### src/rtl/ide_dec_pkg.sv
// Shared definitions for the IDE I/O decoder.
// Assumes: the window order below is the decode priority order.
package ide_dec_pkg;
    typedef enum logic [1:0] {
        KIND_CMD = 2'd0,
        KIND_CTL = 2'd1,
        KIND_BM  = 2'd2
    } acc_kind_e;

    localparam int NUM_WIN = 5;   // pri cmd, pri ctl, sec cmd, sec ctl, bus-master
    localparam int WIN_BM  = 4;
    localparam int NUM_CH  = 2;
endpackage

### src/rtl/ide_window_match.sv
// Range comparator for one decode window.
// Hit when base <= addr < base + size. The offset is addr - base.
// Assumes: unsigned addresses. Using the subtraction avoids overflow of base + size.
module ide_window_match #(
    parameter int AW = 16
) (
    input  logic [AW-1:0] addr,
    input  logic [AW-1:0] base,
    input  logic [AW-1:0] size,
    output logic          hit,
    output logic [AW-1:0] off
);
    // offset and bounds test
    always_comb begin
        off = addr - base;
        hit = (addr >= base) && (off < size);
    end
endmodule

### src/rtl/ide_drive_select.sv
// Per-channel master/slave selection bit, updated by snooped writes.
// Assumes: snoop_wr is already qualified by enable, window and offset.
module ide_drive_select (
    input  logic clk,
    input  logic rst_n,
    input  logic snoop_wr,
    input  logic snoop_bit,
    output logic sel_q,
    output logic sel_next
);
    // selection seen by the current access
    always_comb sel_next = snoop_wr ? snoop_bit : sel_q;

    // hold selection between snooped writes
    always_ff @(posedge clk) begin
        if (!rst_n) sel_q <= 1'b0;
        else        sel_q <= sel_next;
    end

    assert_sel_hold_R6: assert property (@(posedge clk) disable iff (!rst_n)
        !snoop_wr |=> $stable(sel_q));
endmodule

### src/rtl/ide_io_decoder.sv
// Dual-channel IDE I/O decoder: five prioritised windows, a bus-master split,
// drive-select snooping and absent-drive handling. Registered outputs, 1-cycle latency.
// Assumes: one request per cycle. The window order in ide_dec_pkg is the priority.
module ide_io_decoder
    import ide_dec_pkg::*;
#(
    parameter int          AW       = 16,
    parameter int          DW       = 32,
    parameter int          BM_SPLIT = 8,
    parameter int          SEL_OFF  = 6,
    parameter int          SEL_BIT  = 4,
    parameter logic [7:0]  FILL     = 8'hFF
) (
    input  logic          clk,
    input  logic          rst_n,
    input  logic          io_en,
    input  logic [3:0]    dev_present,
    input  logic [AW-1:0] pri_cmd_base,
    input  logic [AW-1:0] pri_cmd_size,
    input  logic [AW-1:0] pri_ctl_base,
    input  logic [AW-1:0] pri_ctl_size,
    input  logic [AW-1:0] sec_cmd_base,
    input  logic [AW-1:0] sec_cmd_size,
    input  logic [AW-1:0] sec_ctl_base,
    input  logic [AW-1:0] sec_ctl_size,
    input  logic [AW-1:0] bm_base,
    input  logic [AW-1:0] bm_size,
    input  logic          req_valid,
    input  logic          req_write,
    input  logic [1:0]    req_size,
    input  logic [AW-1:0] req_addr,
    input  logic [DW-1:0] req_wdata,
    output logic [1:0]    chan_stb,
    output logic [1:0]    acc_kind,
    output logic [AW-1:0] acc_off,
    output logic          acc_write,
    output logic [1:0]    acc_size,
    output logic [DW-1:0] acc_wdata,
    output logic          absent_rd,
    output logic [7:0]    absent_rdata,
    output logic          size_err,
    output logic          addr_err,
    output logic [1:0]    sel_drive
);
    localparam int IDXW = $clog2(NUM_WIN);
    localparam logic [AW-1:0] SPLIT_OFF = AW'(BM_SPLIT);
    localparam logic [AW-1:0] SNOOP_OFF = AW'(SEL_OFF);

    logic [AW-1:0] win_base [NUM_WIN];
    logic [AW-1:0] win_size [NUM_WIN];
    logic [AW-1:0] win_off  [NUM_WIN];
    logic [NUM_WIN-1:0] win_hit;

    assign win_base[0] = pri_cmd_base;  assign win_size[0] = pri_cmd_size;
    assign win_base[1] = pri_ctl_base;  assign win_size[1] = pri_ctl_size;
    assign win_base[2] = sec_cmd_base;  assign win_size[2] = sec_cmd_size;
    assign win_base[3] = sec_ctl_base;  assign win_size[3] = sec_ctl_size;
    assign win_base[4] = bm_base;       assign win_size[4] = bm_size;

    for (genvar w = 0; w < NUM_WIN; w++) begin : g_win
        ide_window_match #(.AW(AW)) u_match (
            .addr (req_addr),
            .base (win_base[w]),
            .size (win_size[w]),
            .hit  (win_hit[w]),
            .off  (win_off[w])
        );
    end

    logic            any_hit;
    logic [IDXW-1:0] hit_idx;
    logic [AW-1:0]   match_off;

    // priority pick: lowest-numbered matching window wins
    always_comb begin
        any_hit   = 1'b0;
        hit_idx   = '0;
        match_off = '0;
        for (int w = NUM_WIN - 1; w >= 0; w--) begin
            if (win_hit[w]) begin
                any_hit   = 1'b1;
                hit_idx   = IDXW'(w);
                match_off = win_off[w];
            end
        end
    end

    logic          live, is_bm, tgt_ch;
    logic [AW-1:0] tgt_off;
    acc_kind_e     tgt_kind;
    logic [NUM_CH-1:0] snoop_wr, sel_q, sel_next;

    // route to channel and build local offset and kind
    always_comb begin
        live  = io_en && req_valid;
        is_bm = (hit_idx == IDXW'(WIN_BM));
        if (is_bm) begin
            tgt_ch   = (match_off >= SPLIT_OFF);
            tgt_off  = tgt_ch ? (match_off - SPLIT_OFF) : match_off;
            tgt_kind = KIND_BM;
        end else begin
            tgt_ch   = hit_idx[1];
            tgt_off  = match_off;
            tgt_kind = hit_idx[0] ? KIND_CTL : KIND_CMD;
        end
    end

    for (genvar c = 0; c < NUM_CH; c++) begin : g_ch
        // write to this channel's drive-select register
        assign snoop_wr[c] = live && any_hit && !is_bm && !hit_idx[0] &&
                             (hit_idx[1] == 1'(c)) && req_write && (match_off == SNOOP_OFF);
        ide_drive_select u_sel (
            .clk       (clk),
            .rst_n     (rst_n),
            .snoop_wr  (snoop_wr[c]),
            .snoop_bit (req_wdata[SEL_BIT]),
            .sel_q     (sel_q[c]),
            .sel_next  (sel_next[c])
        );
    end

    logic dev_ok, do_stb, do_abs;

    // presence gating for command/control accesses
    always_comb begin
        dev_ok = is_bm || dev_present[{tgt_ch, sel_next[tgt_ch]}];
        do_stb = live && any_hit && dev_ok;
        do_abs = live && any_hit && !dev_ok;
    end

    // output registers
    always_ff @(posedge clk) begin
        if (!rst_n) begin
            chan_stb     <= '0;
            acc_kind     <= '0;
            acc_off      <= '0;
            acc_write    <= 1'b0;
            acc_size     <= '0;
            acc_wdata    <= '0;
            absent_rd    <= 1'b0;
            absent_rdata <= '0;
            size_err     <= 1'b0;
            addr_err     <= 1'b0;
        end else begin
            chan_stb     <= do_stb ? (tgt_ch ? 2'b10 : 2'b01) : 2'b00;
            acc_kind     <= do_stb ? tgt_kind : KIND_CMD;
            acc_off      <= do_stb ? tgt_off : '0;
            acc_write    <= do_stb && req_write;
            acc_size     <= do_stb ? req_size : 2'b00;
            acc_wdata    <= do_stb ? req_wdata : '0;
            absent_rd    <= do_abs && (req_size == 2'b00) && !req_write;
            absent_rdata <= (do_abs && (req_size == 2'b00) && !req_write) ? FILL : 8'h00;
            size_err     <= do_abs && (req_size != 2'b00);
            addr_err     <= live && !any_hit;
        end
    end

    assign sel_drive = sel_q;

    assert_one_channel_R3: assert property (@(posedge clk) disable iff (!rst_n)
        $onehot0(chan_stb));
    assert_quiet_when_off_R2: assert property (@(posedge clk) disable iff (!rst_n)
        !io_en |=> (chan_stb == 2'b00 && !addr_err && !size_err && !absent_rd));
    assert_err_no_stb_R9: assert property (@(posedge clk) disable iff (!rst_n)
        addr_err |-> (chan_stb == 2'b00));
    assert_bm_offset_R5: assert property (@(posedge clk) disable iff (!rst_n)
        (chan_stb != 2'b00 && acc_kind == KIND_BM) |-> (acc_off < SPLIT_OFF));
    assert_size_err_R8: assert property (@(posedge clk) disable iff (!rst_n)
        size_err |-> (chan_stb == 2'b00 && !absent_rd));
endmodule

### config.mk
export PLATFORM = sky130hd
export DESIGN_NAME = ide_io_decoder
export DESIGN_NICKNAME = d
export VERILOG_FILES = /design/src/rtl/ide_dec_pkg.sv /design/src/rtl/ide_window_match.sv /design/src/rtl/ide_drive_select.sv /design/src/rtl/ide_io_decoder.sv
export SDC_FILE = /design/constraint.sdc
export NUM_CORES = 1
export LEC_CHECK = 0
export CAP_MARGIN = 40
export CORE_UTILIZATION = 49
export CTS_CLUSTER_SIZE = 28
export DETAILED_ROUTE_END_ITERATION = 6
export HOLD_SLACK_MARGIN = 0.06
export PLACE_DENSITY_LB_ADDON = 0.08
export SLEW_MARGIN = 10
export SYNTH_ARGS = -nofsm -noshare
export SYNTH_HDL_FRONTEND = slang
export SYNTH_SLANG_ARGS = --single-unit
### constraint.sdc
create_clock -name clk -period 8.1 [get_ports clk]
set_input_delay 1.62 -clock clk [delete_from_list [all_inputs] [get_ports clk]]
set_output_delay 1.62 -clock clk [all_outputs]
set_load 0.02 [all_outputs]
**Yosys cells after proc, flatten, opt, wreduce, memory -nomap -nowiden**

Index checks and enable logic that the tools add are counted.

- Register bits: 68
- Bits in latches: 0
- Memory bits (writable): 0
- Memory bits (read-only): 0
- Input bits: 219
- Output and inout bits: 68
- Logic and storage cells: 97
- Memories kept: 0

- $add $sub $neg: 6
- $mul: 0
- Divide/modulo/power cells: 0
- Order comparisons: 13
- Eq/ne operators: 2
- Shift-type cells: 0
- Muxes and demuxes: 28
- Bitwise gates (word level): 3
- Reductions and logical operators: 32

Operator list:

| operator | count |
|---|---|
| $mux W16 | 7 |
| $ge A16 B16 Y1 | 5 |
| $lt A16 B16 Y1 | 5 |
| $sub A16 B16 Y16 | 5 |
| $logic_and A1 B1 Y1 | 22 |
| $eq A16 B3 Y1 const B | 1 |
| $ge A16 B4 Y1 const B | 1 |
| $sub A16 B4 Y16 const B | 1 |
| $mux W3 | 5 |
| $mux W1 | 12 |
| $mux W8 | 1 |
| $logic_not A1 Y1 | 5 |
| $mux W2 | 2 |
| $eq A3 B3 Y1 const B | 1 |
| $lt A2 B3 Y1 const B | 1 |
| $not A1 Y1 | 3 |
| $reduce_or A3 Y1 | 1 |
| $bmux W1 S2 | 1 |
| $logic_not A2 Y1 | 1 |
| $lt A1 B2 Y1 const B | 1 |
| $reduce_and A2 Y1 | 1 |
| $reduce_bool A2 Y1 | 1 |
| $logic_or A1 B1 Y1 | 1 |

**Logic depth before layout (Yosys ltp)**

- Word-level depth: 26
- Gate-level depth with buffers: 28
- Depth with buffers taken out: 24

**By module**

Synthesis repeated with hierarchy kept, for this count alone.

- Cell total of the unflattened synthesis: 1,179
- Area, all modules: 9,069.9 um2

By module, submodules not included:

| module | instances | cells an instance | area each (um2) | sequential area each (um2) |
|---|---|---|---|---|
| ide_io_decoder | 1 | 316 | 2,820.2 | 1,161.1 |
| ide_window_match at g_win[1].u_match ... | 2 | 173 | 1,262.5 | 0.0 |
| ide_window_match at g_win[4].u_match | 1 | 174 | 1,239.9 | 0.0 |
| ide_window_match at g_win[3].u_match | 1 | 172 | 1,209.9 | 0.0 |
| ide_window_match at g_win[0].u_match | 1 | 165 | 1,187.4 | 0.0 |
| ide_drive_select | 2 | 3 | 43.8 | 20.0 |

**Worst setup path after synthesis**

OpenSTA, ideal clock, no wires.

- Path kind: input to register
- Start point: input port req_addr[0]
- End point: register acc_wdata[21]
- Setup time: 60 ps
- Arrival time: 6,870 ps
- Slack: 1,170 ps
- Stages: 25
- Cell sequence: inv_1 -> ha_1 -> inv_1 -> fa_1 -> a21o_1 -> nand4_1 -> a211oi_1 -> nor2_1 -> o21bai_1 -> a21oi_1 -> xnor2_1 -> ha_1 -> a21oi_1 -> nand2_1 -> a2111oi_1 -> o211a_1 -> a31oi_1 -> a32o_1 -> a221o_2 -> or4b_4 -> nor4_4 -> mux2i_1 -> o211a_1 -> clkbuf_1 -> and3_1

- Word-level cells in the longest chain between the ends: 23
- Elaborated cells on any way between the ends: 60
- Classes of those cells: add/sub (5); order compare (11); eq/ne (2); mux (22); bitwise (1); reduce/logical (19)

RTL lines:

| element | line | RTL |
|---|---|---|
| from (decl) | ide_io_decoder.sv:31 | `input logic [AW-1:0] req_addr,` |
| branches (longest 21 deep; another with $sub A16 B16 Y16) | n/a |  |
| $logic_and A1 B1 Y1 * | ide_io_decoder.sv:127 | `do_stb = live && any_hit && dev_ok;` |
| $reduce_and A2 Y1 (no line) * | n/a |  |
| to (signal assigned) | ide_io_decoder.sv:150 | `acc_wdata <= do_stb ? req_wdata : '0;` |
| to (decl) | ide_io_decoder.sv:38 | `output logic [DW-1:0] acc_wdata,` |

Mark *: on every way between the ends. The select of a mux whose other input is x is not followed.
A chain may end at the register's enable or synchronous reset.

**Worst setup path after layout**

- Start point: input port req_addr[1]
- End point: register acc_off[7]

- Word-level cells in the longest chain between the ends: 23
- Elaborated cells on any way between the ends: 63
- Classes of those cells: add/sub (6); order compare (11); eq/ne (2); mux (24); bitwise (1); reduce/logical (19)

RTL lines:

| element | line | RTL |
|---|---|---|
| branches (longest 23 deep; another with $sub A16 B16 Y16) | n/a |  |
| to (signal assigned) | ide_io_decoder.sv:147 | `acc_off <= do_stb ? tgt_off : '0;` |
| to (decl) | ide_io_decoder.sv:35 | `output logic [AW-1:0] acc_off,` |

Several ways; the timed one is not identified. The select of a mux whose other input is x is not followed.

==> qor.txt <==
status = finished, final reports clean
Post-CTS Hold Fix Bufs = 0
final core utilization = 69.83%
Compound-Gate Fraction of Synth Area = 26.18%
CTS tree = yes
Initial DRC Count = 645
Max Slew Vio Count = 0
Finished Layout Cells = 1792
RSZ-0062 raised after global routing = no
DIE WIDTH = 139.8 um
Post-Syn Area = 9300 um2
Synth top cells by count = 183 x inv_1, 156 x ha_1, 92 x a21oi_1, 73 x nand2_1, 60 x dfxtp_1
HPWL Detailed = 28720 um
final WL = 33400 um
Final Critical Period = 7.804 ns
total track usage = 33.66%
grt ovf = 0
synth unique cells = 83
Synth Area in XOR/XNOR = 6.592%
ys flop type = dfxtp_1
Hold WC Path Type = flop to flop
pre-CTS setup slack = 0.02521 ns
power per cell area = 152.6 nW/um2
CP Class = primary input to flop
Clock Pin Slew Worst Setup and Hold Paths = 0.05 ns
CP Data Arrival Time = 8.03 ns
Gate power share = 65.0%
most numerous cell in the Yosys netlist = inv_1
flops & latches, synth = 60
setup violators final = 0
FILL cells = 1558
final worst path period share = 96.34%
total of max-cap violations = 0
Sw Ratio = 42.73%
First-pass DRT Iterations = 6
die height = 139.8 um
CP max stage delay = 0.62 ns
clk root buf = clkbuf_16
vias in the first global route = 9832
nets = 1933
Mapped Cells = 1243
Max Clock Skew = 0.005423 ns
Area growth, synth to finish = 39.97%
synthesized net count = 1623
DP Cell Count = 1776
Internal = 1137 uW
die area = 19530 um2
routability cong. = 1.005
initial antenna violation count = 0
core area = 18640 um2
TritonCTS Sinks = 60
Initial Utilization = 49.89%
worst-path fanout max = 7
Adder-Cell Fraction of Synth Area = 22.06%
Vias = 10390
total of warnings raised by yosys = 0
final worst slack = 0.2964 ns
fraction of synthesized area in multiplexers = 1.359%
Reg power frac = 15.7%
CP max stage cell = clkdlybuf4s50_1
CP Capture Type = flop
Synth area leader = ha_1
EDFF count, synth = 0
Seq/Total Area, Yosys = 12.92%
top cell type's share of synthesized area = 20.99%
Synth Area in Simple Gates = 20.84%
Lkg Pwr = 0.006164 uW
Post-CTS Setup Bufs = 0
largest net degree at the start of global routing = 41
# DRC = 0
IR drop worst, VDD = 0.1135 mV
Clock Path Buffers = 2
Fmax = 128.1 MHz
post-CTS resize count = 0
Diodes inserted = 0
CP required = 8.32 ns
share of cells above drive strength 1 = 6.996%
CTS Buf Count = 9
Clk pwr share = 19.3%
vias per cell = 5.796
async set or reset register ratio after synthesis = 0%
Slew headroom = 54.80%
Avg Cell Area, Syn = 7.482 um2
crit path cell chain = clkdlybuf4s50_1, ha_1, nor2b_1, o2111ai_1, a31oi_1, nor2_1, o31ai_1, xor2_1, ha_1, nand4_1, a211oi_1, a2111oi_1, o211a_1, a31oi_1, buf_4, o21a_1, a221o_1, or4b_4, nor4_4, mux2i_1, o211ai_2, buf_4, nor3_1
largest cells by area after synthesis = ha_1 21%, dfxtp_1 13%, inv_1 7.4%
main combinational cell family by area after synthesis = compound AO/OA/AOI/OAI gates
startpoint type of the worst setup path = primary input
Final Hold Vio Count = 0
I/O Buffers = 286
routed len/inst = 18.64 um
first-pass GRT wire length = 51520 um
# rows = 50
worst-margin pin slew = 0.6732 ns
net switching power = 848.7 uW
Setup TNS = 0 ns
I/O Pins = 287
worst-skew pair later-pin latency = 0.32 ns
antenna-violating nets left = 0
CTS H-tree depth = 3
-- metrics by stage --
step	power, uW	cell area, um2	hold WS (ns)
after floorplan	1100	9300	0.4595
after global placement	1558	12690	0.4768
after detailed placement	1573	12690	0.4916
after CTS	1962	13000	0.4967
after global routing	2114	13020	0.5105
final	1986	13020	0.4932
-- area by class of cell --
type / count / area, um2 / area share [%]
Clock buffer: 11 / 252.7 / 1.942
Clock inverter: 5 / 60.06 / 0.4614
Inverter: 183 / 686.9 / 5.277
Multi-Input combinational cell: 955 / 7188 / 55.22
Sequential cell: 60 / 1201 / 9.227
Tap cell: 234 / 292.8 / 2.249
Timing Repair Buffer: 344 / 3336 / 25.62
-- state kept, by name (all words and copies together) (netlist names) --
signal / flops
acc_kind: 2
acc_write: 1
absent_rdata: 1
acc_off: 16
acc_wdata: 32
g_ch.u_sel.sel_q: 2
chan_stb: 2
size_err: 1
addr_err: 1
acc_size: 2
-- worst max-delay path, delay by kind of cell --
kind | cells | cell delay, ns
AOI/OAI and AO/OA | 10 | 2.48
muxes | 1 | 0.30
buffers and inverters | 3 | 1.00
adders and majority gates | 2 | 0.73
xor gates and xnor gates | 1 | 0.35
and+or+nand+nor | 6 | 1.55
-- kinds of logic after synthesis --
logic type / count (synthesis)
adder cells (fa/ha/maj): 161
XOR/XNOR: 70
AND/OR/NAND/NOR: 359
buffers and inverters: 228
AO/OA/AOI/OAI: 353
flip-flops: 60
multiplexers: 12
-- layer usage --
layer / vias to the layer above / share of wire [%] / global-route usage (%)
li1: 5148 / - / -
met1: 4724 / 44 / 43.25
met2: 441 / 45 / 56.03
met3: 74 / 7.0 / 5.884
met4: 0 / 3.4 / 12.55
met5: - / 0 / 0
-- cell usage in the layout (no fill, tap or decap), types with 33 or more instances in the layout --
cell	instances
a21oi_1	92
and3_1	52
buf_4	55
clkdlybuf4s50_1	286
dfxtp_1	60
ha_1	156
inv_1	183
nand2_1	73
nand3_1	37
nor2_1	58
nor3_1	33
o21ai_0	44
xnor2_1	42
-- worst paths after layout --
| kind | startpoint | end | slack, ns | depth (start not counted) |
|---|---|---|---|---|
| worst max register to register | g_ch[0].u_sel.sel_q | acc_wdata[15] | 6.48 | 6 |
| worst max-delay path | req_addr[1] | acc_off[7] | 0.30 | 23 |
| worst min-delay path | g_ch[0].u_sel.sel_q | g_ch[0].u_sel.sel_q | 0.49 | 2 |
| worst min register to register | g_ch[0].u_sel.sel_q | g_ch[0].u_sel.sel_q | 0.49 | 2 |
-- power groups by stage --
stage	clock (uW)	combinational (uW)	sequential [uW]
after CTS	387	1260	312
after global placement	0	1240	317
after global routing	401	1400	312
final	384	1290	312
after floorplan	0	766	334
after detailed placement	0	1260	318
(Power assumes the default switching activity.)
